**config.mk**
```make
export PLATFORM = sky130hd
export DESIGN_NAME = cfg_attr_regbank
export DESIGN_NICKNAME = d
export VERILOG_FILES = /design/src/rtl/cfg_regbank_pkg.sv /design/src/rtl/cfg_wr_decode.sv /design/src/rtl/cfg_reg_slice.sv /design/src/rtl/cfg_rd_mux.sv /design/src/rtl/cfg_attr_regbank.sv
export SDC_FILE = /design/constraint.sdc
export NUM_CORES = 1
export LEC_CHECK = 0
export BUFFER_PORTS_ARGS = -buffer_cell sky130_fd_sc_hd__clkbuf_2
export CAP_MARGIN = 20
export CELL_PAD_IN_SITES_DETAIL_PLACEMENT = 1
export CELL_PAD_IN_SITES_GLOBAL_PLACEMENT = 2
export CORE_MARGIN = 2
export CORE_UTILIZATION = 36
export CTS_BUF_LIST = sky130_fd_sc_hd__clkbuf_2 sky130_fd_sc_hd__clkbuf_4 sky130_fd_sc_hd__clkbuf_8
export DETAILED_ROUTE_END_ITERATION = 10
export HOLD_SLACK_MARGIN = 0.08
export PLACE_DENSITY = 0.85
export SLEW_MARGIN = 10
export SYNTH_ARGS = -nofsm -noshare
export SYNTH_HDL_FRONTEND = slang
export SYNTH_HIERARCHICAL = 1
export SYNTH_SLANG_ARGS = --single-unit
```
**constraint.sdc**
```tcl
create_clock -name clk -period 3.6 [get_ports clk]
set_input_delay 0.36 -clock clk [delete_from_list [all_inputs] [get_ports clk]]
set_output_delay 0.36 -clock clk [all_outputs]
set_load 0.05 [all_outputs]
```
**src/rtl/cfg_regbank_pkg.sv**
```systemverilog
package cfg_regbank_pkg;

    localparam int unsigned BYTE_W = 8;

    function automatic logic [BYTE_W-1:0] lane_mask(input logic strobe);
        return {BYTE_W{strobe}};
    endfunction

endpackage

```
**src/rtl/cfg_wr_decode.sv**
```systemverilog
module cfg_wr_decode #(
    parameter int unsigned NUM_REGS = 4,
    parameter int unsigned DATA_W   = 16,
    parameter int unsigned ADDR_W   = 3
) (
    input  logic [ADDR_W-1:0]           addr_i,
    input  logic                        we_i,
    input  logic [DATA_W/8-1:0]         wstrb_i,
    output logic [NUM_REGS-1:0]         wr_sel_o,
    output logic [DATA_W-1:0]           bmask_o
);
    import cfg_regbank_pkg::*;

    localparam int unsigned LANES = DATA_W / BYTE_W;

    always_comb begin
        for (int r = 0; r < NUM_REGS; r++) begin
            wr_sel_o[r] = we_i && (addr_i == ADDR_W'(r));
        end
    end

    for (genvar b = 0; b < LANES; b++) begin : g_lane
        assign bmask_o[b*BYTE_W +: BYTE_W] = lane_mask(wstrb_i[b]);
    end

endmodule

```
**src/rtl/cfg_reg_slice.sv**
```systemverilog
module cfg_reg_slice #(
    parameter int unsigned W = 16,
    parameter logic [W-1:0] RW_M   = '0,
    parameter logic [W-1:0] RWL_M  = '0,
    parameter logic [W-1:0] ROS_M  = '0,
    parameter logic [W-1:0] RWS_M  = '0,
    parameter logic [W-1:0] W1C_M  = '0,
    parameter logic [W-1:0] WT_M   = '0,
    parameter logic [W-1:0] FRS_M  = '0,
    parameter logic [W-1:0] DEF_M  = '0
) (
    input  logic         clk,
    input  logic         fund_rst_n,
    input  logic         hot_rst_n,
    input  logic         aux_pwr,
    input  logic         wr_en_i,
    input  logic [W-1:0] bmask_i,
    input  logic [W-1:0] wdata_i,
    input  logic         unlock_i,
    input  logic [W-1:0] hw_set_i,
    output logic [W-1:0] val_o
);
    localparam logic [W-1:0] STK_M  = ROS_M | RWS_M | W1C_M;
    localparam logic [W-1:0] LIVE_M = RW_M | RWL_M | STK_M;
    localparam logic [W-1:0] SURV_M = FRS_M & STK_M;
    localparam logic [W-1:0] FREE_M = RW_M | RWS_M;
    localparam bit           HAS_WT = (WT_M != '0);

    typedef struct packed {
        logic [W-1:0] val;
    } slice_t;

    slice_t st_d, st_q;
    logic         qual_ok;
    logic [W-1:0] wmask;
    logic [W-1:0] lmask;
    logic [W-1:0] nxt;
    logic [W-1:0] keep;

    always_comb begin
        st_d    = st_q;
        qual_ok = !HAS_WT || ((wdata_i & bmask_i & WT_M) != '0);
        wmask   = {W{wr_en_i && qual_ok}} & bmask_i;
        lmask   = wmask & {W{unlock_i}};
        nxt     = (FREE_M & ((st_q.val & ~wmask) | (wdata_i & wmask)))
                | (RWL_M  & ((st_q.val & ~lmask) | (wdata_i & lmask)))
                | (ROS_M  & (st_q.val | hw_set_i))
                | (W1C_M  & ((st_q.val & ~(wmask & wdata_i)) | hw_set_i));
        keep    = aux_pwr ? SURV_M : '0;
        if (!fund_rst_n) begin
            st_d.val = (keep & st_q.val) | (~keep & DEF_M & LIVE_M);
        end else if (!hot_rst_n) begin
            st_d.val = ((STK_M | RWL_M) & st_q.val) | (RW_M & DEF_M);
        end else begin
            st_d.val = nxt;
        end
    end

    always_ff @(posedge clk) begin
        st_q <= st_d;
    end

    assign val_o = st_q.val;


    lock_hold_chk: assert property (@(posedge clk) disable iff (!fund_rst_n)
        (!unlock_i) |=> ((val_o & RWL_M) == $past(val_o & RWL_M)));


    ros_rise_chk: assert property (@(posedge clk) disable iff (!fund_rst_n)
        fund_rst_n |=> ((val_o & ROS_M & ~$past(val_o) & ~$past(hw_set_i)) == '0));


    ros_nofall_chk: assert property (@(posedge clk) disable iff (!fund_rst_n)
        fund_rst_n |=> ((~val_o & $past(val_o & ROS_M)) == '0));


    set_wins_chk: assert property (@(posedge clk) disable iff (!fund_rst_n)
        (hot_rst_n && ((hw_set_i & W1C_M) != '0))
        |=> ((val_o & $past(hw_set_i & W1C_M)) == $past(hw_set_i & W1C_M)));


    hot_sticky_chk: assert property (@(posedge clk) disable iff (!fund_rst_n)
        (!hot_rst_n) |=> ((val_o & STK_M) == $past(val_o & STK_M)));

endmodule

```
**src/rtl/cfg_rd_mux.sv**
```systemverilog
module cfg_rd_mux #(
    parameter int unsigned NUM_REGS = 4,
    parameter int unsigned DATA_W   = 16,
    parameter int unsigned ADDR_W   = 3
) (
    input  logic                         clk,
    input  logic                         fund_rst_n,
    input  logic                         re_i,
    input  logic [ADDR_W-1:0]            addr_i,
    input  logic [NUM_REGS*DATA_W-1:0]   regs_i,
    output logic [DATA_W-1:0]            rdata_o
);
    typedef struct packed {
        logic [DATA_W-1:0] data;
    } rd_t;

    rd_t rd_d, rd_q;
    logic [DATA_W-1:0] pick;

    always_comb begin
        pick = '0;
        for (int r = 0; r < NUM_REGS; r++) begin
            if (addr_i == ADDR_W'(r)) begin
                pick = regs_i[r*DATA_W +: DATA_W];
            end
        end
        rd_d = rd_q;
        if (!fund_rst_n) begin
            rd_d.data = '0;
        end else if (re_i) begin
            rd_d.data = pick;
        end
    end

    always_ff @(posedge clk) begin
        rd_q <= rd_d;
    end

    assign rdata_o = rd_q.data;


    unmapped_zero_chk: assert property (@(posedge clk) disable iff (!fund_rst_n)
        (re_i && (int'(addr_i) >= int'(NUM_REGS))) |=> (rdata_o == '0));


    rd_hold_chk: assert property (@(posedge clk) disable iff (!fund_rst_n)
        (!re_i) |=> $stable(rdata_o));

endmodule

```
**src/rtl/cfg_attr_regbank.sv**
```systemverilog
module cfg_attr_regbank #(
    parameter int unsigned NUM_REGS   = 4,
    parameter int unsigned DATA_W     = 16,
    parameter int unsigned ADDR_W     = 3,
    parameter int unsigned UNLOCK_REG = 0,
    parameter int unsigned UNLOCK_BIT = 0,
    parameter logic [NUM_REGS*DATA_W-1:0] RW_MASK  = 64'h7F00_0000_0000_00FF,
    parameter logic [NUM_REGS*DATA_W-1:0] RWL_MASK = 64'h0000_0000_FFFF_0000,
    parameter logic [NUM_REGS*DATA_W-1:0] ROS_MASK = 64'h0000_FF00_0000_0000,
    parameter logic [NUM_REGS*DATA_W-1:0] RWS_MASK = 64'h0000_00FF_0000_0000,
    parameter logic [NUM_REGS*DATA_W-1:0] W1C_MASK = 64'h00FF_0000_0000_0000,
    parameter logic [NUM_REGS*DATA_W-1:0] WT_MASK  = 64'h8000_0000_0000_0000,
    parameter logic [NUM_REGS*DATA_W-1:0] FRS_MASK = 64'h000F_0F0F_0000_0000,
    parameter logic [NUM_REGS*DATA_W-1:0] DEFAULTS = 64'h0000_A000_1234_0000
) (
    input  logic                         clk,
    input  logic                         fund_rst_n,
    input  logic                         hot_rst_n,
    input  logic                         aux_pwr,
    input  logic [ADDR_W-1:0]            addr,
    input  logic [DATA_W-1:0]            wdata,
    input  logic [DATA_W/8-1:0]          wstrb,
    input  logic                         we,
    input  logic                         re,
    output logic [DATA_W-1:0]            rdata,
    input  logic [NUM_REGS*DATA_W-1:0]   hw_set
);
    localparam int unsigned UNLOCK_IDX = UNLOCK_REG * DATA_W + UNLOCK_BIT;

    logic [NUM_REGS-1:0]          wr_sel;
    logic [DATA_W-1:0]            bmask;
    logic [NUM_REGS*DATA_W-1:0]   reg_vals;
    logic                         unlock;

    cfg_wr_decode #(
        .NUM_REGS (NUM_REGS),
        .DATA_W   (DATA_W),
        .ADDR_W   (ADDR_W)
    ) u_dec (
        .addr_i   (addr),
        .we_i     (we),
        .wstrb_i  (wstrb),
        .wr_sel_o (wr_sel),
        .bmask_o  (bmask)
    );

    assign unlock = reg_vals[UNLOCK_IDX];

    for (genvar r = 0; r < NUM_REGS; r++) begin : g_reg
        cfg_reg_slice #(
            .W     (DATA_W),
            .RW_M  (RW_MASK [r*DATA_W +: DATA_W]),
            .RWL_M (RWL_MASK[r*DATA_W +: DATA_W]),
            .ROS_M (ROS_MASK[r*DATA_W +: DATA_W]),
            .RWS_M (RWS_MASK[r*DATA_W +: DATA_W]),
            .W1C_M (W1C_MASK[r*DATA_W +: DATA_W]),
            .WT_M  (WT_MASK [r*DATA_W +: DATA_W]),
            .FRS_M (FRS_MASK[r*DATA_W +: DATA_W]),
            .DEF_M (DEFAULTS[r*DATA_W +: DATA_W])
        ) u_slice (
            .clk        (clk),
            .fund_rst_n (fund_rst_n),
            .hot_rst_n  (hot_rst_n),
            .aux_pwr    (aux_pwr),
            .wr_en_i    (wr_sel[r]),
            .bmask_i    (bmask),
            .wdata_i    (wdata),
            .unlock_i   (unlock),
            .hw_set_i   (hw_set[r*DATA_W +: DATA_W]),
            .val_o      (reg_vals[r*DATA_W +: DATA_W])
        );
    end

    cfg_rd_mux #(
        .NUM_REGS (NUM_REGS),
        .DATA_W   (DATA_W),
        .ADDR_W   (ADDR_W)
    ) u_rd (
        .clk        (clk),
        .fund_rst_n (fund_rst_n),
        .re_i       (re),
        .addr_i     (addr),
        .regs_i     (reg_vals),
        .rdata_o    (rdata)
    );

    localparam logic [NUM_REGS*DATA_W-1:0] STORED =
        RW_MASK | RWL_MASK | ROS_MASK | RWS_MASK | W1C_MASK;


    zero_bits_chk: assert property (@(posedge clk) disable iff (!fund_rst_n)
        fund_rst_n |=> ((reg_vals & ~STORED) == '0));

endmodule

```
==> impl_metrics.env <==
export IMPL_status="completed"
export IMPL_num_nets_final=513
export IMPL_synth_largest_area_cell="dfxtp_1"
export IMPL_hold_path_class="in2reg"
export IMPL_setup_viol=0
export IMPL_synthCells=396
export IMPL_worstSetupPathDepth=4
export IMPL_regArea_um2=1660
export IMPL_area_delta_synth_final_pct=6.08
export IMPL_p_comb_frac=0.114
export IMPL_critPathTopFamily="simple AND/OR/NAND/NOR gates"
export IMPL_power_frac_clock=0.393
export IMPL_via_count=3045
export IMPL_grt_setup_unrepaired="no"
export IMPL_syn_cell_area_um2=3990
export IMPL_leakage_uw=0.00202
export IMPL_gr_total_overflow=0
export IMPL_clock_latency_ns=0.36
export IMPL_cts_buffers=9
export IMPL_switching_share=0.261
export IMPL_required_ns=3.90
export IMPL_holdWs_ns=0.258
export IMPL_synth_most_common_cell="nand2_1"
export IMPL_tns_ns=0
export IMPL_drt_pass1_iter_count=4
export IMPL_r2r_slack_ns=2.19
export IMPL_critPathArrivalTime_ns=2.51
export IMPL_syn_area_per_cell_um2=10.1
export IMPL_synthFlopType="dfxtp_1"
export IMPL_synth_warnings=6
export IMPL_p_per_area_nw_per_um2=420
export IMPL_grt_pass1_wl_um=16300
export IMPL_cts_root_buf="clkbuf_8"
export IMPL_diodes=0
export IMPL_grt_usage=0.183
export IMPL_seq_power_share=0.493
export IMPL_crit_path_max_incr_delay_ns=0.91
export IMPL_htree_levels=3
export IMPL_hold_viol_final=0
export IMPL_yosysSeqAreaShare=0.416
export IMPL_wl_per_cell_um=18.2
export IMPL_critPathLaunchType="input port"
export IMPL_worstHoldStart="wdata[9]"
export IMPL_design_die_area_um2=11900
export IMPL_first_global_vias=3034
export IMPL_cp_num_buf_inv=1
export IMPL_fmax_mhz=452
export IMPL_post_cts_resized=0
export IMPL_rows=38
export IMPL_synth_area_leaders="dfxtp_1, edfxtp_1, mux2i_1"
export IMPL_worst_r2r_cell_count=2
export IMPL_antenna_found_initial=0
export IMPL_hpwl_um=6830
export IMPL_yosysTopAreaCellShare=0.236
export IMPL_slowest_stage="nand4bb_1"
export IMPL_crit_fanout=42
export IMPL_multi_input_area_um2=1840
export IMPL_start_util=0.368
export IMPL_cts_buffer_depth=2
export IMPL_path_class="in2reg"
export IMPL_synth_enable_flop_cells=24
export IMPL_drv_slew=0
export IMPL_worstMarginPinSlew_ns=0.953
export IMPL_switching_power_uw=463
export IMPL_clk_pin_slew_ns=0.08
export IMPL_wirelength_um=10300
export IMPL_fin_crit_sh=0.614
export IMPL_drc_errors=0
export IMPL_fillCellCount=1298
export IMPL_cts_tree="done"
export IMPL_die_h_um=109
export IMPL_cts_setup_buffers=0
export IMPL_period_minus_slack_ns=2.21
export IMPL_timing_max_slew_rel_slack=0.361
export IMPL_place_congestion=0.763
export IMPL_whs_path_depth=2
export IMPL_maxCapViolCount=0
export IMPL_drt_first_iter_violations=141
export IMPL_drive_gt1_frac=0.227
export IMPL_dp_cells=551
export IMPL_finClkSkew_ns=0.00933
export IMPL_synth_seq_cells=71
export IMPL_io_buffers=58
export IMPL_synthTopCellsByCount="nand2_1, mux2i_1, dfxtp_1, buf_4, edfxtp_1"
export IMPL_core_um2=10800
export IMPL_final_cells=567
export IMPL_utilization=0.391
export IMPL_irDropWorstVdd_mv=0.158
export IMPL_cp_end_kind="flop"
export IMPL_clock_sinks=71
export IMPL_grt_max_degree=45
export IMPL_io_pins=107
export IMPL_ys_types=37
export IMPL_ys_async_sr_fraction=0
export IMPL_path_cells="clkbuf_2, nand4bb_1, o22ai_1, a21o_1"
export IMPL_hold_buffers=0
export IMPL_p_int_uw=1310
export IMPL_via_per_inst=5.37
export IMPL_die_w_um=109
export IMPL_drtAntennaViolNets=0
==> worst register-to-register path: stages, from the launching register on <==
cell and delay, ns:
dfxtp_1 0.89, nand4_1 0.23, mux2i_1 0.18
==> placed cells by master, fill, tap and decap left out, drive strengths merged, types with 2 or more instances in the layout <==
cell and count:
clkbuf 67, nand2 55, mux2i 52, dfxtp 47, edfxtp 24, a21oi 23
nand4 21, nand3 20, o22ai 19, a21o 16, nor2b 11, nor2 10
conb 9, a21bo 8, a41o 7, buf 5, o21ai 5, clkinv 4
a32o 4, inv 4, nand2b 3, bufinv 2, o21a 2, and4bb 2
==> worst max-delay path by stage <==
| stage | slack, ns | to | from |
|---|---|---|---|
| after global routing | 1.20 | u_rd/rdata_o[1] | fund_rst_n |
| after global placement | 1.12 | u_rd/rdata_o[3] | fund_rst_n |
| after CTS | 1.47 | u_rd/rdata_o[3] | fund_rst_n |
| final | 1.39 | u_rd/rdata_o[3] | fund_rst_n |
| after floorplan | 2.14 | g_reg[3].u_slice/val_o[0] | addr[2] |
| after detailed placement | 1.09 | u_rd/rdata_o[3] | fund_rst_n |
==> kinds of logic (layout without fill, tap and decap cells) <==
family,count (synthesis),count (layout),share of synthesized area
flip-flops,71,71,0.416
multiplexers,52,52,0.130
buffers and inverters,59,83,0.129
other,2,9,0.00188
AO/OA/AOI/OAI,84,84,0.149
AND/OR/NAND/NOR,128,128,0.174
==> power by group through the flow <==
stage	combinational (uW)	sequential [uW]	clock, uW
final	203	877	698
after global routing	223	882	756
after CTS	204	877	719
after detailed placement	204	895	0
after global placement	199	894	0
after floorplan	143	910	0
==> per-stage QoR <==
step           setup WS [ns]  power (uW)  cell area (um2)
2_1_floorplan           2.14        1050             4020
3_3_place_gp            1.12        1090             4020
3_5_place_dp            1.09        1100             4020
4_1_cts                 1.47        1800             4230
5_1_grt                 1.20        1860             4230
6_report                1.39        1780             4230
==> final cells by class <==
| class | count | area share |
|---|---|---|
| Clock buffer | 9 | 0.0293 |
| Inverter | 4 | 0.00355 |
| Sequential cell | 71 | 0.392 |
| Multi-Input combinational cell | 273 | 0.435 |
| Clock inverter | 7 | 0.0207 |
| Tap cell | 140 | 0.0414 |
| Timing Repair Buffer | 63 | 0.0774 |
==> per-layer routing <==
layer / vias up / GRT usage / routed length (um)
met3: 9 / 0.0290 / 394
met1: 1520 / 0.248 / 4970
met4: 0 / 0.0678 / 136
li1: 1455 / - / -
met2: 61 / 0.293 / 4820
met5: - / 0 / 0
No activity file was read; power rests on OpenSTA's default activity.
